===== src/rtl/tmc_pkg.sv =====
package tmc_pkg;

    localparam int unsigned NUM_SRC = 2;
    localparam int unsigned SRC_CNT = 0;
    localparam int unsigned SRC_CLR = 1;

    typedef enum logic [1:0] {
        SRV_IDLE = 2'd0,
        SRV_CNT  = 2'd1,
        SRV_CLR  = 2'd2
    } srv_e;

    typedef struct packed {
        logic carry;
        logic ack;
    } pulse_t;

    function automatic srv_e pick_src(input logic req_cnt,
                                      input logic req_clr,
                                      input logic fav_clr);
        if (req_cnt && req_clr) return fav_clr ? SRV_CLR : SRV_CNT;
        if (req_cnt)            return SRV_CNT;
        if (req_clr)            return SRV_CLR;
        return SRV_IDLE;
    endfunction

endpackage


===== src/rtl/tmc_pend_slot.sv =====
module tmc_pend_slot (
    input  logic clk,
    input  logic rst,
    input  logic tok_i,
    input  logic take_i,
    output logic rdy_o,
    output logic full_o
);

    logic full_q;

    always_ff @(posedge clk) begin
        if (rst)                    full_q <= 1'b0;
        else if (take_i)            full_q <= 1'b0;
        else if (tok_i && !full_q)  full_q <= 1'b1;
    end

    assign full_o = full_q;
    assign rdy_o  = !full_q;

    // an accepted token closes the slot in the next cycle
    p_close_on_take_r5: assert property (@(posedge clk) disable iff (rst)
        (tok_i && rdy_o && !take_i) |=> !rdy_o);

    // a held token stays until it is served
    p_hold_until_served_r5: assert property (@(posedge clk) disable iff (rst)
        (full_o && !take_i) |=> full_o);

    // service is only given to an occupied slot
    p_serve_only_full_r5: assert property (@(posedge clk) disable iff (rst)
        take_i |-> full_o);

endmodule


===== src/rtl/tmc_rr_arb.sv =====
module tmc_rr_arb
    import tmc_pkg::*;
(
    input  logic clk,
    input  logic rst,
    input  logic req_cnt_i,
    input  logic req_clr_i,
    output srv_e srv_o
);

    logic fav_clr_q;

    assign srv_o = pick_src(req_cnt_i, req_clr_i, fav_clr_q);

    always_ff @(posedge clk) begin
        if (rst)
            fav_clr_q <= 1'b0;
        else if (req_cnt_i && req_clr_i)
            fav_clr_q <= (srv_o == SRV_CNT);
    end

    // the count side that lost a collision is served next cycle
    p_cnt_loser_next_r6: assert property (@(posedge clk) disable iff (rst)
        (req_cnt_i && req_clr_i && srv_o == SRV_CLR) |=> (srv_o == SRV_CNT));

    // the clear side that lost a collision is served next cycle
    p_clr_loser_next_r6: assert property (@(posedge clk) disable iff (rst)
        (req_cnt_i && req_clr_i && srv_o == SRV_CNT) |=> (srv_o == SRV_CLR));

    // a pending request is never left idle
    p_no_idle_with_req_r6: assert property (@(posedge clk) disable iff (rst)
        (req_cnt_i || req_clr_i) |-> (srv_o != SRV_IDLE));

endmodule


===== src/rtl/tmc_parity_core.sv =====
module tmc_parity_core
    import tmc_pkg::*;
(
    input  logic   clk,
    input  logic   rst,
    input  srv_e   srv_i,
    output pulse_t out_o
);

    logic   phase_q;
    pulse_t out_q;

    always_ff @(posedge clk) begin
        if (rst) begin
            phase_q <= 1'b0;
            out_q   <= '0;
        end else begin
            out_q <= '0;
            unique case (srv_i)
                SRV_CNT: begin
                    if (phase_q) begin
                        out_q.carry <= 1'b1;
                        phase_q     <= 1'b0;
                    end else begin
                        phase_q     <= 1'b1;
                    end
                end
                SRV_CLR: begin
                    out_q.ack <= 1'b1;
                    phase_q   <= 1'b0;
                end
                default: ;
            endcase
        end
    end

    assign out_o = out_q;

    // first token of a pair is silent and arms the phase
    p_first_silent_r2: assert property (@(posedge clk) disable iff (rst)
        (srv_i == SRV_CNT && !phase_q) |=> (out_o == '0 && phase_q));

    // second token of a pair carries and disarms
    p_pair_carries_r3: assert property (@(posedge clk) disable iff (rst)
        (srv_i == SRV_CNT && phase_q) |=> (out_o.carry && !phase_q));

    // clear always acknowledges and leaves the phase at zero
    p_clear_acks_r4: assert property (@(posedge clk) disable iff (rst)
        (srv_i == SRV_CLR) |=> (out_o.ack && !out_o.carry && !phase_q));

endmodule


===== src/rtl/tok_mod2_counter.sv =====
module tok_mod2_counter
    import tmc_pkg::*;
(
    input  logic clk,
    input  logic rst,
    input  logic cnt_tok_i,
    output logic cnt_rdy_o,
    input  logic clr_tok_i,
    output logic clr_rdy_o,
    output logic carry_o,
    output logic clr_ack_o
);

    logic [NUM_SRC-1:0] tok_v;
    logic [NUM_SRC-1:0] rdy_v;
    logic [NUM_SRC-1:0] full_v;
    logic [NUM_SRC-1:0] take_v;
    srv_e               srv;
    pulse_t             pulses;

    assign tok_v[SRC_CNT]  = cnt_tok_i;
    assign tok_v[SRC_CLR]  = clr_tok_i;
    assign take_v[SRC_CNT] = (srv == SRV_CNT);
    assign take_v[SRC_CLR] = (srv == SRV_CLR);

    generate
        for (genvar gi = 0; gi < NUM_SRC; gi++) begin : g_slot
            tmc_pend_slot u_slot (
                .clk    (clk),
                .rst    (rst),
                .tok_i  (tok_v[gi]),
                .take_i (take_v[gi]),
                .rdy_o  (rdy_v[gi]),
                .full_o (full_v[gi])
            );
        end
    endgenerate

    tmc_rr_arb u_arb (
        .clk       (clk),
        .rst       (rst),
        .req_cnt_i (full_v[SRC_CNT]),
        .req_clr_i (full_v[SRC_CLR]),
        .srv_o     (srv)
    );

    tmc_parity_core u_core (
        .clk   (clk),
        .rst   (rst),
        .srv_i (srv),
        .out_o (pulses)
    );

    assign cnt_rdy_o = rdy_v[SRC_CNT];
    assign clr_rdy_o = rdy_v[SRC_CLR];
    assign carry_o   = pulses.carry;
    assign clr_ack_o = pulses.ack;

    // never two output pulses in one cycle
    p_single_pulse_r7: assert property (@(posedge clk) disable iff (rst)
        !(carry_o && clr_ack_o));

    // leaving reset the block is idle and open
    p_idle_after_reset_r1: assert property (@(posedge clk) disable iff (rst)
        $fell(rst) |-> (cnt_rdy_o && clr_rdy_o && !carry_o && !clr_ack_o));

endmodule


===== config.mk =====
export PLATFORM = sky130hd
export DESIGN_NAME = tok_mod2_counter
export DESIGN_NICKNAME = d
export VERILOG_FILES = /design/src/rtl/tmc_pkg.sv /design/src/rtl/tmc_pend_slot.sv /design/src/rtl/tmc_rr_arb.sv /design/src/rtl/tmc_parity_core.sv /design/src/rtl/tok_mod2_counter.sv
export SDC_FILE = /design/constraint.sdc
export NUM_CORES = 1
export LEC_CHECK = 0
export ABC_CLOCK_PERIOD_IN_PS = 1900
export BUFFER_PORTS_ARGS = -buffer_cell sky130_fd_sc_hd__buf_2
export CAP_MARGIN = 10
export CORE_AREA = 5 5 42 44
export CTS_CLUSTER_SIZE = 28
export DETAILED_ROUTE_END_ITERATION = 8
export DIE_AREA = 0 0 47 49
export PLACE_DENSITY_LB_ADDON = 0.05
export SYNTH_ARGS = -nofsm -noshare
export SYNTH_HDL_FRONTEND = slang
export SYNTH_HIERARCHICAL = 1
export SYNTH_SLANG_ARGS = --single-unit

===== constraint.sdc =====
create_clock -name clk -period 1.9 [get_ports clk]
set_input_delay 0.285 -clock clk [delete_from_list [all_inputs] [get_ports clk]]
set_output_delay 0.285 -clock clk [all_outputs]
set_load 0.01 [all_outputs]

==> flow_summary.yaml <==
detailed_routing:
  vias: 226
  drt_iter0_drc: 0
  wl_per_cell_um: 9.57
  drc: 0
  drtPass1Iterations: 1
  wirelength_um: 555
  viasPerCell: 3.90
  drtAntennaViolNets: 0
min_path:
  holdPathEnd: "g_slot[1].u_slot/full_o$_SDFFE_PP0P_"
  hold_class: "input port to flip-flop"
  min_path_cells: 3
  min_from: "clr_tok_i"
floorplanning:
  die_h_um: 49
  core-area_mm2: 0.00140
  num_rows: 14
  die_area_mm2: 0.00230
  initial_utilization: 0.197
  die_x_um: 47
  ios: 8
final_layout:
  seqCellArea_um2: 120
  diodes: 0
  fin_cells: 58
  layout-drive-gt1-share: 0.381
  areaGrowthSynthToFinish_pct: 33.5
  fillers: 170
  layout.nets: 50
  multiInputGateArea_um2: 138
critical_path:
  crit_slowest_cell: "dfxtp_1"
  reg2regPathDepth: 5
  cp_num_buf_inv: 1
  cp_cell_sequence: "a21boi_0 -> inv_1 -> ha_1 -> or3_1 -> a21oi_1"
  path_max_fanout: 6
  worstSetupPathType: "flip-flop to flip-flop"
  required_ps: 2070
  max_stage_delay_ps: 390
  crit_arrival_ps: 1760
  cp-start-kind: "flip-flop"
  r2r-start: "g_slot[0].u_slot/full_o$_SDFFE_PP0P_"
  critPathTopFamily: "compound AO/OA/AOI/OAI gates"
  endpoint_kind: "flip-flop"
  r2r_slack_ps: 320
  reg2reg_to: "u_core/phase_q$_SDFFE_PP0P_"
global_route:
  grt_pass1_vias: 225
  antenna_found_initial: 0
  grt_max_degree: 7
  grt_pass1_wl_um: 924
  grt_use_total: 0.0605
  gr-total-overflow: 0
timing:
  min_period_over_period: 0.834
  rsz0062_at_grt: "no"
  fmax_mhz: 631
  worst_pin_slew_ps: 320
  setup-violations-final: 0
  slew_violations: 0
  slew_headroom: 0.785
  layout_min_cycle_time_ps: 1580
  final_hold_viol_count: 0
  skew_ps: 1.58
  whs_ps: 276
  setup_tns_ps: 0
clock_tree:
  path_clk_slew_ps: 50
  cts_max_level: 1
  root_buffer: "clkbuf_4"
  hold_buffers: 0
  cts_resized: 0
  clk_latency_ps: 240
  cts_buffers: 3
  post-cts-setup-buffers: 0
  cts.sinks: 6
  cts_tree: "yes"
  clock_path_buffers: 2
run_status:
  status: "finished clean"
yosys:
  ys_ff_latch: 6
  synth_sequential_area_ratio: 0.434
  synth.avg_cell_area_um2: 9.22
  synthCells: 30
  yosysWarnings: 6
  syn_nets: 36
  ys_types: 14
  syn-cell-area_um2: 277
run:
  drv_cap: 0
placed_design:
  portBuffers: 7
  place_hpwl_um: 465
  dp_cells: 55
  routabilityCongestion: 0.674
power:
  power.density_mw_per_mm2: 855
  max-vdd-ir-drop_mv: 0.274
  leakagePower_uw: 0.000167
kinds of logic (layout without fill, tap and decap cells):
family	count (synthesis)	in the layout	share of synthesized area
buffers and inverters	5	17	0.0679
and+or+nand+nor	12	12	0.267
DFF	6	6	0.434
AOI/OAI and AO/OA	5	5	0.140
adders and majority gates	2	2	0.0905
routing by layer:
| layer | GRT usage | part of all wire |
|---|---|---|
| met1 | 0.0548 | 0.41 |
| met2 | 0.0905 | 0.53 |
| met3 | 0.0221 | 0.043 |
| met4 | 0.0691 | 0.014 |
| met5 | 0 | 0 |
per-stage QoR:
| stage | cell area (um2) | setup slack, ps | utilization | power (uW) |
|---|---|---|---|---|
| finish | 369 | 316 | 0.263 | 316 |
| global route | 369 | 159 | 0.263 | 338 |
| CTS | 369 | 279 | 0.263 | 327 |
| detailed placement | 347 | 287 | 0.247 | 204 |
| global placement | 347 | 298 | 0.247 | 202 |
| floorplan | 277 | 331 | - | 180 |
Yosys cell counts:
cell type	count	area share
nand2_1	2	0.027
inv_1	5	0.068
or3_1	1	0.023
a21bo_1	1	0.036
dfxtp_1	6	0.43
nor2_1	3	0.041
ha_1	2	0.090
a21oi_2	1	0.032
nor2b_1	2	0.045
a21boi_0	2	0.054
nand3b_1	1	0.027
nor3_2	2	0.072
and2b_2	1	0.032
a21oi_1	1	0.018
cell type report:
class / instances / area share
multi-input combinational: 19 / 0.373
sequential: 6 / 0.325
timing repair buffer: 9 / 0.136
clock buffer: 3 / 0.0610
tap: 16 / 0.0542
inverter: 5 / 0.0508
state kept, by name, indices dropped and copies added (netlist names):
register,count
g_slot.u_slot/full_o,2
u_core/out_o,2
u_arb/fav_clr_q,1
u_core/phase_q,1
worst max-delay path by stage:
stage	start	depth (start not counted)	end	slack, ps
after floorplan	g_slot[0].u_slot/full_o$_SDFFE_PP0P_	5	u_core/phase_q$_SDFFE_PP0P_	330
after global placement	g_slot[0].u_slot/full_o$_SDFFE_PP0P_	5	u_core/phase_q$_SDFFE_PP0P_	300
after detailed placement	g_slot[0].u_slot/full_o$_SDFFE_PP0P_	5	u_core/phase_q$_SDFFE_PP0P_	290
after CTS	g_slot[0].u_slot/full_o$_SDFFE_PP0P_	5	u_core/phase_q$_SDFFE_PP0P_	280
after global routing	g_slot[0].u_slot/full_o$_SDFFE_PP0P_	5	u_core/phase_q$_SDFFE_PP0P_	160
final	g_slot[0].u_slot/full_o$_SDFFE_PP0P_	5	u_core/phase_q$_SDFFE_PP0P_	320
cell usage in the layout, fill, tap and decap left out, drive strengths merged:
master,instances
a21bo,1
a21boi,2
a21oi,2
and2b,1
buf,9
clkbuf,3
dfxtp,6
ha,2
inv,5
nand2,2
nand3b,1
nor2,3
nor2b,2
nor3,2
or3,1
worst reg2reg max path, stage by stage, from the launching register on:
cell and delay [ps]:
dfxtp_1 390, a21boi_0 270, inv_1 70, ha_1 300, or3_1 340, a21oi_1 140
where the power goes:
group	switching (uW)	internal, uW	total [uW]
clock network	44.9	71.4	116
registers	9.14	137	146
logic	25.2	28.4	53.5
Power figures use the tool's default switching activity.
